===== src/rtl/mbox_pkg.sv =====
package mbox_pkg;

  typedef enum logic [3:0] {
    ST_IDLE,
    ST_POLL_RD,
    ST_POLL_CHK,
    ST_POLL_WAIT,
    ST_WR_CLR,
    ST_WR_ARG,
    ST_WR_MSG,
    ST_RES_RD,
    ST_RES_CHK
  } seq_st_e;

  localparam logic [1:0] FMT_RAW     = 2'd0;
  localparam logic [1:0] FMT_HARDMIN = 2'd1;
  localparam logic [1:0] FMT_WAYS    = 2'd2;

endpackage


===== src/rtl/mbox_arg_pack.sv =====
module mbox_arg_pack
  import mbox_pkg::*;
#(
  parameter int DATA_W  = 32,
  parameter int CLKID_W = 8,
  parameter int FREQ_W  = 16
) (
  input  logic [1:0]        fmt,
  input  logic [DATA_W-1:0] raw,
  output logic [DATA_W-1:0] packed_arg
);

  localparam int ID_LO = FREQ_W;
  localparam int ID_HI = FREQ_W + CLKID_W - 1;

  logic [DATA_W-2:0] ways;
  assign ways = raw[DATA_W-2:0];

  always_comb begin
    packed_arg = raw;
    case (fmt)
      FMT_HARDMIN: begin
        packed_arg              = '0;
        packed_arg[ID_HI:ID_LO] = raw[ID_HI:ID_LO];
        packed_arg[FREQ_W-1:0]  = raw[FREQ_W-1:0];
      end
      FMT_WAYS: packed_arg = {ways, (ways != '0)};
      default:  packed_arg = raw;
    endcase
  end

endmodule


===== src/rtl/mbox_poll_timer.sv =====
module mbox_poll_timer #(
  parameter int POLL_GAP = 1000
) (
  input  logic clk,
  input  logic rst,
  input  logic load,
  output logic expire
);

  localparam int CNT_W = $clog2(POLL_GAP + 1);

  logic [CNT_W-1:0] cnt;

  always_ff @(posedge clk) begin
    if (rst) begin
      cnt <= '0;
    end else if (load) begin
      cnt <= CNT_W'(POLL_GAP - 1);
    end else if (cnt != '0) begin
      cnt <= cnt - 1'b1;
    end
  end

  assign expire = (cnt <= CNT_W'(1));

endmodule


===== src/rtl/mbox_retry_ctr.sv =====
module mbox_retry_ctr #(
  parameter int MAX_RETRY = 200000
) (
  input  logic clk,
  input  logic rst,
  input  logic clear,
  input  logic inc,
  output logic exhausted
);

  localparam int CNT_W = (MAX_RETRY < 1) ? 1 : $clog2(MAX_RETRY + 1);

  logic [CNT_W-1:0] cnt;

  always_ff @(posedge clk) begin
    if (rst || clear) begin
      cnt <= '0;
    end else if (inc && !exhausted) begin
      cnt <= cnt + 1'b1;
    end
  end

  assign exhausted = (cnt == CNT_W'(MAX_RETRY));

endmodule


===== src/rtl/mbox_req_seq.sv =====
module mbox_req_seq
  import mbox_pkg::*;
#(
  parameter int              ADDR_W    = 20,
  parameter int              DATA_W    = 32,
  parameter int              MSG_W     = 32,
  parameter int              CLK_MHZ   = 100,
  parameter int              POLL_US   = 10,
  parameter int              POLL_GAP  = CLK_MHZ * POLL_US,
  parameter int              MAX_RETRY = 200000,
  parameter logic [DATA_W-1:0] OK_CODE = 1,
  parameter logic [ADDR_W-1:0] MSG_ADDR  = 20'h1628A,
  parameter logic [ADDR_W-1:0] ARG_ADDR  = 20'h16273,
  parameter logic [ADDR_W-1:0] RESP_ADDR = 20'h16274
) (
  input  logic              clk,
  input  logic              rst,
  input  logic              req_valid,
  output logic              req_ready,
  input  logic [MSG_W-1:0]  req_msg,
  input  logic [DATA_W-1:0] req_arg,
  input  logic [1:0]        req_fmt,
  input  logic              req_want,
  output logic              bus_valid,
  output logic              bus_write,
  output logic [ADDR_W-1:0] bus_addr,
  output logic [DATA_W-1:0] bus_wdata,
  input  logic [DATA_W-1:0] bus_rdata,
  output logic              done,
  output logic              pass,
  output logic              timeout,
  output logic [DATA_W-1:0] result
);

  seq_st_e           st;
  logic              post_q;
  logic [MSG_W-1:0]  msg_q;
  logic [DATA_W-1:0] arg_q;
  logic              want_q;
  logic [DATA_W-1:0] packed_arg;
  logic              gap_expire;
  logic              retry_done;
  logic              accept;
  logic              retry_clr;
  logic              retry_inc;
  logic              resp_seen;
  logic              resp_ok;

  assign req_ready = (st == ST_IDLE);
  assign accept    = req_valid && req_ready;
  assign resp_seen = (bus_rdata != '0);
  assign resp_ok   = (bus_rdata == OK_CODE);
  assign retry_clr = accept || (st == ST_WR_MSG);
  assign retry_inc = (st == ST_POLL_CHK) && !resp_seen && !retry_done;

  mbox_arg_pack #(.DATA_W(DATA_W)) u_pack (
    .fmt       (req_fmt),
    .raw       (req_arg),
    .packed_arg(packed_arg)
  );

  mbox_poll_timer #(.POLL_GAP(POLL_GAP)) u_timer (
    .clk   (clk),
    .rst   (rst),
    .load  (st == ST_POLL_RD),
    .expire(gap_expire)
  );

  mbox_retry_ctr #(.MAX_RETRY(MAX_RETRY)) u_retry (
    .clk      (clk),
    .rst      (rst),
    .clear    (retry_clr),
    .inc      (retry_inc),
    .exhausted(retry_done)
  );

  // Bus decode from the state register
  always_comb begin
    bus_valid = 1'b0;
    bus_write = 1'b0;
    bus_addr  = RESP_ADDR;
    bus_wdata = '0;
    case (st)
      ST_POLL_RD: begin
        bus_valid = 1'b1;
      end
      ST_WR_CLR: begin
        bus_valid = 1'b1;
        bus_write = 1'b1;
      end
      ST_WR_ARG: begin
        bus_valid = 1'b1;
        bus_write = 1'b1;
        bus_addr  = ARG_ADDR;
        bus_wdata = arg_q;
      end
      ST_WR_MSG: begin
        bus_valid = 1'b1;
        bus_write = 1'b1;
        bus_addr  = MSG_ADDR;
        bus_wdata = DATA_W'(msg_q);
      end
      ST_RES_RD: begin
        bus_valid = 1'b1;
        bus_addr  = ARG_ADDR;
      end
      default: ;
    endcase
  end

  always_ff @(posedge clk) begin
    if (rst) begin
      st      <= ST_IDLE;
      post_q  <= 1'b0;
      msg_q   <= '0;
      arg_q   <= '0;
      want_q  <= 1'b0;
      done    <= 1'b0;
      pass    <= 1'b0;
      timeout <= 1'b0;
      result  <= '0;
    end else begin
      done <= 1'b0;
      case (st)
        ST_IDLE: begin
          if (accept) begin
            msg_q  <= req_msg;
            arg_q  <= packed_arg;
            want_q <= req_want;
            post_q <= 1'b0;
            st     <= ST_POLL_RD;
          end
        end
        ST_POLL_RD:   st <= ST_POLL_CHK;
        ST_POLL_CHK: begin
          if (resp_seen || retry_done) begin
            if (!post_q) begin
              st <= ST_WR_CLR;
            end else if (resp_ok && want_q) begin
              st <= ST_RES_RD;
            end else begin
              done    <= 1'b1;
              pass    <= resp_ok;
              timeout <= !resp_seen;
              result  <= '0;
              st      <= ST_IDLE;
            end
          end else begin
            st <= ST_POLL_WAIT;
          end
        end
        ST_POLL_WAIT: if (gap_expire) st <= ST_POLL_RD;
        ST_WR_CLR:    st <= ST_WR_ARG;
        ST_WR_ARG:    st <= ST_WR_MSG;
        ST_WR_MSG: begin
          post_q <= 1'b1;
          st     <= ST_POLL_RD;
        end
        ST_RES_RD:    st <= ST_RES_CHK;
        ST_RES_CHK: begin
          done    <= 1'b1;
          pass    <= 1'b1;
          timeout <= 1'b0;
          result  <= bus_rdata;
          st      <= ST_IDLE;
        end
        default:      st <= ST_IDLE;
      endcase
    end
  end

endmodule


===== config.mk =====
export PLATFORM = sky130hd
export DESIGN_NAME = mbox_req_seq
export DESIGN_NICKNAME = d
export VERILOG_FILES = /design/src/rtl/mbox_pkg.sv /design/src/rtl/mbox_arg_pack.sv /design/src/rtl/mbox_poll_timer.sv /design/src/rtl/mbox_retry_ctr.sv /design/src/rtl/mbox_req_seq.sv
export SDC_FILE = /design/constraint.sdc
export NUM_CORES = 1
export LEC_CHECK = 0
export BUFFER_PORTS_ARGS = -buffer_cell sky130_fd_sc_hd__buf_4
export CAP_MARGIN = 20
export CELL_PAD_IN_SITES_DETAIL_PLACEMENT = 0
export CELL_PAD_IN_SITES_GLOBAL_PLACEMENT = 1
export CORE_AREA = 2 2 132 134
export DETAILED_ROUTE_END_ITERATION = 10
export DIE_AREA = 0 0 134 136
export GPL_ROUTABILITY_DRIVEN = 0
export MAX_ROUTING_LAYER = met4
export PLACE_DENSITY_LB_ADDON = 0.1
export SLEW_MARGIN = 20
export SYNTH_ARGS = -nofsm -noshare
export SYNTH_HDL_FRONTEND = slang
export SYNTH_HIERARCHICAL = 1
export SYNTH_SLANG_ARGS = --single-unit
export TNS_END_PERCENT = 20

===== constraint.sdc =====
create_clock -name clk -period 5 [get_ports clk]
set_input_delay 0.25 -clock clk [delete_from_list [all_inputs] [get_ports clk]]
set_output_delay 0.25 -clock clk [all_outputs]
set_load 0.1 [all_outputs]

Word level (Yosys, flattened, before mapping)

Cells that the tools add are included.

Word-level logic and storage cells: 88
Input port bits: 102
Bits in registers: 133
Output and inout port bits: 90

Equal/unequal tests: 17
Magnitude comparators: 1
Reductions and logical operators: 25
Multiplexer cells: 31
Add/subtract/negate cells: 2

Operator list:

| cell                  | count |
|---|---|
| $pmux 32 s2           | 3 |
| $mux 32               | 3 |
| $eq 32x1->1 const B   | 1 |
| $pmux 4 s8            | 1 |
| $reduce_bool 32->1    | 1 |
| $reduce_bool 31->1    | 1 |
| $mux 10               | 2 |
| $add 18x1->18 const B | 1 |
| $eq 18x18->1 const B  | 1 |
| $eq 4x3->1 const B    | 4 |
| $pmux 8 s2            | 1 |
| $mux 1                | 12 |
| $mux 4                | 3 |
| $le 10x1->1 const B   | 1 |
| $reduce_bool 10->1    | 1 |
| $sub 10x1->10 const B | 1 |
| $eq 4x2->1 const B    | 2 |
| $pmux 1 s2            | 4 |
| $mux 3                | 2 |
| $ne 2x2->1 const B    | 3 |
| $reduce_and 2->1      | 3 |
| $reduce_bool 2->1     | 3 |
| $logic_and 1x1->1     | 5 |
| $reduce_or 5->1       | 1 |
| other kinds (11)      | 16 |

Longest topological paths before layout

Gate-level depths: netlist (run 1).

Depth after elaboration: 6
Gate-level depth with buffers: 12
Gate-level depth less buffers: 10

Modules after synthesis

Netlist (run 1), hierarchy kept.

By module, submodules not included:

| module          | times used | cells each | area an instance (um^2) | sequential area each (um^2) |
|---|---|---|---|---|
| mbox_req_seq    | 1          | 529        | 5,037.3                 | 2,102.0 |
| mbox_retry_ctr  | 1          | 117        | 949.7                   | 360.3 |
| mbox_poll_timer | 1          | 60         | 534.3                   | 200.2 |
| mbox_arg_pack   | 1          | 58         | 461.7                   | 0.0 |

Worst setup path after synthesis (run 1)

OpenSTA, ideal clock, no wires.

Path kind: register to output
From: register st[2]
To: output bus_wdata[24]
Data required time: 4.750 ns
Path buffers: 2
Arrival: 3.137 ns
Stages on the path, launching flop included: 6
Path slack: 1.613 ns
Cells stage by stage: dfxtp_1 buf_4 nand3_1 clkinv_1 buf_2 a22o_1

Longest elaborated chain between the ends: 2
Elaborated cells on any way between the ends: 3
Classes of those cells: eq/ne (2); mux (1)

Ends and longest elaborated chain:

| item                   | RTL line            | source |
|---|---|---|
| start, declared        | mbox_req_seq.sv:35  | `seq_st_e st;` |
| start signal, assigned | mbox_req_seq.sv:113 | `st <= ST_IDLE;` |
| start signal, assigned | mbox_req_seq.sv:131 | `st <= ST_POLL_RD;` |
| start signal, assigned | mbox_req_seq.sv:134 | `ST_POLL_RD: st <= ST_POLL_CHK;` |
| $eq 4x3->1             | mbox_req_seq.sv:83  | `case (st)` |
| $pmux 32 s2 *          | mbox_req_seq.sv:83  |  |
| end, declared          | mbox_req_seq.sv:27  | `output logic [DATA_W-1:0] bus_wdata,` |

Every way passes the cells marked *; elsewhere a longest branch is shown, timed or not.

Final worst setup path (run 1)

From: register st[0]
To: output bus_wdata[7]

Same word-level chain as after synthesis.

==> impl_metrics.ini, run 1 <==
[global_routing]
grt_start_max_net_pins = 67
grt_pass1_vias = 5936
overflow = 0
grt_pass1_wl_mm = 29.8
antenna_found_initial = 0
track_usage_pct = 20.9

[synth]
yosysTopAreaCellShare_pct = 38.1
ys_async_sr_fraction_pct = 0
synth_warnings = 6
ys_seq_area_share_pct = 38.1
syn_area_per_cell_sq_um = 9.14
ys_types = 68
synth_area_sq_mm = 0.00698
synthCells = 764
synth_area_leaders = dfxtp_1 (38%), a22o_1 (7.9%), a21oi_2 (6.3%)
post-synth-top-area-cell = dfxtp_1
synthFlopType = dfxtp_1
synth_enable_flop_cells = 0
ys_ff_latch = 133

[worst_hold_path]
holdCritPathClass = in2reg

[setup_path]
crit_path_frequent_cell = buf_4
r2r_slack_ns = 2.44
r2r-start = u_retry/cnt[14]
cp.arrival_ns = 2.87
cp.required_ns = 4.75
cp-end-kind = primary output
crit_path_cell_trace = nor2b_1, nand2_1, nor2_2, buf_4, a22o_1, buf_4
start_kind = register
cp_max_fo = 18
path_depth = 6
critical_path_class = reg2out
r2r_cells = 9
startpoint = st[0]
endpoint = bus_wdata[7]
crit_family = simple AND/OR/NAND/NOR gates
crit_buf_inv = 2
crit_path_max_incr_delay_ns = 0.61
cpMaxStageDelayCell = dfxtp_1
rr_endpoint = u_retry/cnt[17]

[floorplan]
die_w_um = 134
die_area_sq_mm = 0.0182
core_sq_mm = 0.0169
chipHeight_um = 136
io_pins = 192
num_rows = 48
start_util_pct = 41.4

[sta]
relSlewSlack_pct = 36.4
worstMarginPinSlew_ns = 0.953
fin_setup_tns_ns = 0
finalClockSkew_ns = 0.00863
timing_hold_violations_final = 0
hold_ws_ns = 0.0745
rsz0062_at_grt = no
max_freq_ghz = 0.320
setup_viol = 0
period_share_pct = 62.5
slew_violations = 0
finalCriticalPeriod_ns = 3.12

[detailed_routing]
wl_per_cell_um = 16.2
wl_mm = 18.5
drt_pass1_iterations = 4
route.detailed.drc = 0
drt_iter0_drc = 303
vias = 6049
ant_nets = 0
via_per_inst = 5.28

[run_status]
outcome = complete, no violations

[finish]
drive_gt1_share_pct = 38.9
num_antenna_cells = 0
layout_commonest_cell = buf_4
layout.nets = 1016
layout_common_cells = buf_4 (184), dfxtp_1 (133), nand2_1 (113), a22o_1 (63), a21oi_2 (50)
synthToLayoutAreaGrowth_pct = 27.4

[clock_tree]
root_buffer = clkbuf_16
cts.sinks = 133
cts_buffers = 17
cts.clk_slew.worst_paths_ns = 0.06
htree_levels = 4
cts.repair.resized = 0
cts_setup_buffers = 0
hold_buffers = 0
clockBufferDepth = 2
clock_latency_ns = 0.42
cts_tree = yes

[pwr]
max-vdd-ir-drop_mv = 0.267
leakage_nw = 3.49
power_density_mw_per_mm2 = 376

[run]
maxCapViolations = 0

[placement]
io_buffers = 179
dpl.hpwl_mm = 13.1
per-layer routing:
metal / wire, um / up-vias / GRT usage (%)
met5: 0 / - / -
met4: 332 / 0 / 6.97
met3: 768 / 30 / 4.06
met2: 9330 / 162 / 35.6
met1: 8070 / 2868 / 25.0
li1: - / 2989 / -
final cells by class:
type / instances / area [sq um]
tap: 225 / 282
clock inverter: 12 / 251
sequential: 133 / 2660
inverter: 12 / 45.0
timing repair buffer: 185 / 1400
multi-input combinational: 559 / 3820
fill: 1584 / 7980
clock buffer: 19 / 443
per-stage QoR:
| step | power (W) | utilization (%) | setup slack, ns | instances | area (sq um) |
|---|---|---|---|---|---|
| floorplan | 0.00176 | - | 1.61 | 774 | 7020 |
| global placement | 0.00189 | 48.5 | 2.33 | 1113 | 8180 |
| detailed placement | 0.00190 | 48.5 | 2.21 | 1113 | 8180 |
| CTS | 0.00338 | 52.6 | 1.74 | 1144 | 8880 |
| global route | 0.00349 | 52.7 | 1.64 | 1145 | 8900 |
| finish | 0.00335 | 52.7 | 1.88 | 1145 | 8900 |
how the worst min path moves through the flow:
| stage | depth (start not counted) | end | slack, ns | from |
|---|---|---|---|---|
| 6_report | 3 | msg_q[17] | 0.07 | req_msg[17] |
| 4_1_cts | 3 | msg_q[17] | 0.05 | req_msg[17] |
| 3_5_place_dp | 2 | msg_q[26] | 0.45 | msg_q[26] |
| 2_1_floorplan | 2 | msg_q[10] | 0.38 | req_msg[10] |
| 3_3_place_gp | 2 | msg_q[26] | 0.45 | msg_q[26] |
| 5_1_grt | 3 | msg_q[17] | 0.06 | req_msg[17] |
where the power goes:
group	switching, W	internal [W]
combinational	0.000402	0.000250
sequential	0.0000903	0.00114
clock	0.000466	0.000998
total	0.000958	0.00239
Yosys cell counts (all sizes together) (4+ instances only):
cell and instances:
xnor2 7, and4 4, a31oi 7, o21ai 6, mux2i 33, nand2 155
and3 4, a21oi 81, clkbuf 19, nor4b 4, a22o 63, xor2 6
nor2 32, nor3 51, and2 4, inv 11, dfxtp 133, buf 51
ha 6, nor4 20, nand4 10, nand2b 5, nand3 12
flip-flops by register name, summed over array words and instances (netlist names):
| register | flops |
|---|---|
| post_q | 1 |
| u_retry/cnt | 18 |
| done | 1 |
| arg_q | 32 |
| timeout | 1 |
| msg_q | 32 |
| st | 4 |
| want_q | 1 |
| result | 32 |
| u_timer/cnt | 10 |
| pass | 1 |
cells by family (layout without fill, tap and decap cells):
kind of cell / Yosys count / after routing / share of synthesized area [%]
adders and majority gates: 6 / 6 / 1.08
DFF: 133 / 133 / 38.1
buffers and inverters: 82 / 228 / 8.08
and+or+nand+nor: 318 / 318 / 25.9
AOI/OAI and AO/OA: 176 / 176 / 20.2
xor gates and xnor gates: 13 / 13 / 1.63
muxes: 34 / 34 / 4.89
other: 2 / 12 / 0.108
worst register-to-register path, stage by stage, from the launching register on:
cell,delay (ns)
dfxtp_1,0.44
and4bb_2,0.27
nand3_1,0.21
nor3_1,0.13
nor2_1,0.18
and3_1,0.28
and3_1,0.33
and2_1,0.30
a31oi_1,0.11
a41o_1,0.22
No activity file was read; power rests on OpenSTA's default activity.
==> inputs of run 2 (changes only) <==
- CORE_AREA: 2 2 132 134 -> 2 2 143 145
- DIE_AREA: 0 0 134 136 -> 0 0 145 147
- clock period: 5 -> 2.55 ns (I/O delays scaled with it)
==> run 2 against run 1 <==
Net effect:
- register-to-register slack lost 2.2 ns
- cell count is 9.9% higher
- sequential share of layout area shrank 2.3 points
- worst setup slack worse by 1.7 ns
- core utilization shrank 4.1 points
- clock skew is 0.0017 ns lower
- first-iteration DRC count decreased by 20%
- count of clock-buffer cells in the layout is 1 lower
- via count grew 3.8%
- global-route usage fell by 2.3 points
- die area increased by 17%
- critical endpoint is now u_retry/cnt[17]
- largest cell class unchanged
==> impl_metrics.ini, run 2 (same netlist as run 1, synthesis figures left out) <==
[worst_hold_path]
holdCritPathClass = in2reg
hp-start = bus_rdata[21]

[finish]
num_antenna_cells = 0
drive_gt1_share_pct = 39.7
final_area_sq_mm = 0.00965
synthToLayoutAreaGrowth_pct = 38.1
nFillCells = 1900
layout.nets = 1084
layout_common_cells = buf_4 (193), dfxtp_1 (131), nand2_1 (112), a22o_1 (56), dlygate4sd3_1 (54)
layout_commonest_cell = buf_4
reg_top3 = arg_q: 32 flops, msg_q: 32 flops, result: 32 flops

[sta]
slew_violations = 0
finalCriticalPeriod_ns = 2.40
period_share_pct = 94.1
relSlewSlack_pct = 49.1
hold_ws_ns = 0.0154
finalClockSkew_ns = 0.00693
max_freq_ghz = 0.417
timing_hold_violations_final = 0
setup_viol = 0
worstMarginPinSlew_ns = 0.764

[clock_tree]
cts.sinks = 133
clockBufferDepth = 2
cts_tree = yes
cts_buffers = 17
cts.clk_slew.worst_paths_ns = 0.06
htree_levels = 4
clock_latency_ns = 0.42
root_buffer = clkbuf_16

[pwr]
power_density_mw_per_mm2 = 659
max-vdd-ir-drop_mv = 0.410
leakage_nw = 3.78

[placement]
io_buffers = 179
dpl.hpwl_mm = 13.7
placed_area_sq_mm = 0.00844

[floorplan]
num_rows = 52
die_area_sq_mm = 0.0213
io_pins = 192
start_util_pct = 35.2
chipHeight_um = 147
die_w_um = 145
core_sq_mm = 0.0198

[setup_path]
r2r-start = u_retry/cnt[6]
critical_path_class = in2reg
cp.arrival_ns = 2.71
startpoint = bus_rdata[5]
cp_max_fo = 6
cp-end-kind = register
r2r_slack_ns = 0.24
cp.required_ns = 2.86
start_kind = primary input

[detailed_routing]
drt_pass1_iterations = 4
vias = 6278
via_per_inst = 4.99
wl_mm = 19.3
route.detailed.drc = 0
drt_iter0_drc = 243
ant_nets = 0
wl_per_cell_um = 15.4

[global_routing]
overflow = 0
grt_pass1_wl_mm = 31.6
grt_pass1_vias = 6225
grt_start_max_net_pins = 67
antenna_found_initial = 0
track_usage_pct = 18.6

[run]
maxCapViolations = 0

[run_status]
outcome = complete, no violations
run 2: per-stage QoR:
| stage | setup slack [ns] | total power, W | util (%) | cells | setup TNS, ns |
|---|---|---|---|---|---|
| floorplan | -0.489 | 0.00347 | - | 774 | -5.85 |
| global placement | 0.127 | 0.00374 | 42.6 | 1171 | 0 |
| detailed placement | 0.0404 | 0.00378 | 42.6 | 1171 | 0 |
| CTS | 0.0277 | 0.00644 | 48.4 | 1256 | 0 |
| global route | -0.00950 | 0.00669 | 48.6 | 1258 | -0.00950 |
| finish | 0.151 | 0.00636 | 48.6 | 1258 | 0 |
run 2: path summary, 6_finish.rpt:
path,end,cells after the start
setup / recovery,u_retry/cnt[17],10
hold / removal,result[21],3
setup reg to reg,u_retry/cnt[17],9
hold reg to reg,arg_q[31],2
run 2: routing by layer:
layer,wire length (um),vias to the layer above,GRT usage (%)
met2,9560,166,31.5
met5,0,-,-
met4,280,0,5.45
met3,905,19,4.32
met1,8580,2961,22.2
li1,-,3132,-
run 2: cell type report:
class	instances	area, sq um	area share [%]
multi-input combinational	559	3890	40.3
clock buffer	18	429	4.45
timing repair buffer	253	2100	21.8
inverter	12	45.0	0.467
sequential	133	2670	27.6
tap	270	338	3.50
clock inverter	13	181	1.88
run 2: timing repair:
item	4_1_cts	5_1_grt
hold buffers	54	0
resized for setup	0	8
hold endpoints to repair	54	0
endpoints found under the setup margin	0	29
buffers inserted	0	2
run 2: worst max-delay path, stage by stage:
cell           delay, ns
dlygate4sd3_1       0.54
buf_4               0.14
nor4_1              0.35
nand4_1             0.24
nor2_1              0.17
and3_1              0.27
and3_1              0.29
and2_2              0.25
a31oi_1             0.10
a41o_1              0.22
run 2: report_power, final:
group	leakage, nW	switching (W)	internal (W)
combinational	2.40	0.000825	0.000579
sequential	1.08	0.000161	0.00224
clock	0.296	0.000928	0.00163
total	3.78	0.00191	0.00444
==> inputs of run 3 (changes only) <==
- SETUP_SLACK_MARGIN: unset -> 0.3
==> run 3 against run 2 <==
Net effect:
- wire length grew 5.5%
- count of clock-buffer cells in the layout increased by 3
- power fell by 0.82%
- largest power group unchanged
==> impl_metrics.ini, run 3 (same netlist as run 1, synthesis figures left out) <==
[run_status]
outcome = complete, no violations

[floorplan]
chipHeight_um = 147
num_rows = 52
die_w_um = 145
io_pins = 192
start_util_pct = 35.2
core_sq_mm = 0.0198
die_area_sq_mm = 0.0213

[clock_tree]
root_buffer = clkbuf_16
clockBufferDepth = 2
cts.sinks = 133
cts.clk_slew.worst_paths_ns = 0.06
cts_buffers = 17
clock_latency_ns = 0.42
htree_levels = 4
cts_tree = yes

[pwr]
p_int_w = 0.00438
combPwrFrac_pct = 22.7
leakage_nw = 3.95
p_sw_share_pct = 30.6
p_clk_share_pct = 39.3
p_sw_w = 0.00193
max-vdd-ir-drop_mv = 0.497
p_seq_share_pct = 38.0
power_density_mw_per_mm2 = 623

[placement]
dpl.hpwl_mm = 13.5
place_inst = 1173
io_buffers = 179
placed_area_sq_mm = 0.00848

[global_routing]
overflow = 0
met2_usage_pct = 33.0
grt_start_max_net_pins = 67
antenna_found_initial = 0
grt-busiest-layer = met2
grt_pass1_wl_mm = 32.7
grt_pass1_vias = 6450
track_usage_pct = 19.4
grt_use_met1_pct = 22.6
grtUsageMet3_pct = 4.53

[detailed_routing]
drt_iter0_drc = 228
drt_pass1_iterations = 4
route.detailed.drc = 0
via_per_inst = 5.05
vias = 6398
ant_nets = 0
wl_mm = 20.4
wl_per_cell_um = 16.1

[setup_path]
r2r-start = u_retry/cnt[7]
cp.arrival_ns = 2.06
cp_max_fo = 16
startpoint = st[0]
start_kind = register
critical_path_class = reg2out
cp.required_ns = 2.42
cp-end-kind = primary output

[sta]
relSlewSlack_pct = 48.6
finalClockSkew_ns = 0.00936
rsz0062_at_grt = yes
max_freq_ghz = 0.457
timing_hold_violations_final = 0
fin_setup_tns_ns = 0
hold_ws_ns = 0.0165
setup_viol = 0
finalCriticalPeriod_ns = 2.19
slew_violations = 0
period_share_pct = 85.8
worstMarginPinSlew_ns = 0.771

[finish]
final_area_sq_mm = 0.0101
num_antenna_cells = 0
layout_commonest_cell = buf_4
layout.nets = 1093
reg_top3 = arg_q: 32 flops, msg_q: 32 flops, result: 32 flops
drive_gt1_share_pct = 41.6
instances_no_fill = 1267
layout_common_cells = buf_4 (168), dfxtp_1 (128), nand2_1 (111), dlygate4sd3_1 (56), a21oi_2 (50)
synthToLayoutAreaGrowth_pct = 44.8
nFillCells = 1879

[worst_hold_path]
holdCritPathClass = in2reg
hp-start = bus_rdata[23]

[run]
maxCapViolations = 0
run 3: cell types whose count changed in the layout (fill, tap and decap cells not counted), sizes merged:
cell         before  now
clkinvlp          2    3
bufinv            4    2
buf             199  206
clkbuf           18   21
dlygate4sd3      54   56
clkinv            6    5
inv              13   12
run 3: worst paths after layout:
| check | endpoint | slack (ns) | depth (start not counted) |
|---|---|---|---|
| worst min register to register | msg_q[29] | 0.46 | 2 |
| worst min-delay path | result[23] | 0.02 | 3 |
| worst max-delay path | bus_wdata[29] | 0.36 | 8 |
| worst max register to register | result[31] | 0.43 | 8 |
run 3: layout make-up:
type                    count  area (sq um)  share of cell area [%]
clock buffers              21           480                    4.75
clock inverters            10           123                    1.21
inverters                  12          45.0                   0.445
multi-input cells         559          4020                    39.7
flip-flops and latches    133          2670                    26.4
well taps                 270           338                    3.34
repair buffers            262          2440                    24.1
run 3: critical path: stages (launching register included):
cell     delay, ns
dfxtp_4       0.38
buf_4         0.14
nor2b_4       0.18
nand2_2       0.10
nor2_4        0.17
buf_12        0.13
buf_16        0.16
a22o_2        0.18
buf_8         0.20
run 3: repair_timing:
action,CTS,global route
setup buffers,1,5
hold endpoints to repair,56,0
resized for setup,49,39
hold buffers,56,0
setup endpoints to repair,36,80
cloned,1,0
pin swaps,1,4
run 3: per-layer routing:
layer	wire length [um]	share of wire (%)
met2	10400	51
met3	859	4.2
met4	248	1.2
met1	8860	43
met5	0	0
run 3: metrics by stage:
step / utilization (%) / setup slack (ns) / power [W]
after floorplan: - / -0.429 / 0.00347
final: 51.0 / 0.362 / 0.00631
after global placement: 42.7 / 0.125 / 0.00374
after detailed placement: 42.7 / 0.147 / 0.00378
after global routing: 51.0 / 0.263 / 0.00663
after CTS: 49.7 / 0.289 / 0.00636
run 3: power groups by stage:
stage          registers (W)  clock network, W  logic (W)
6_report             0.00240           0.00248    0.00143
5_1_grt              0.00242           0.00264    0.00157
4_1_cts              0.00239           0.00255    0.00142
3_5_place_dp         0.00244                 0    0.00134
3_3_place_gp         0.00243                 0    0.00131
2_1_floorplan        0.00239                 0    0.00108
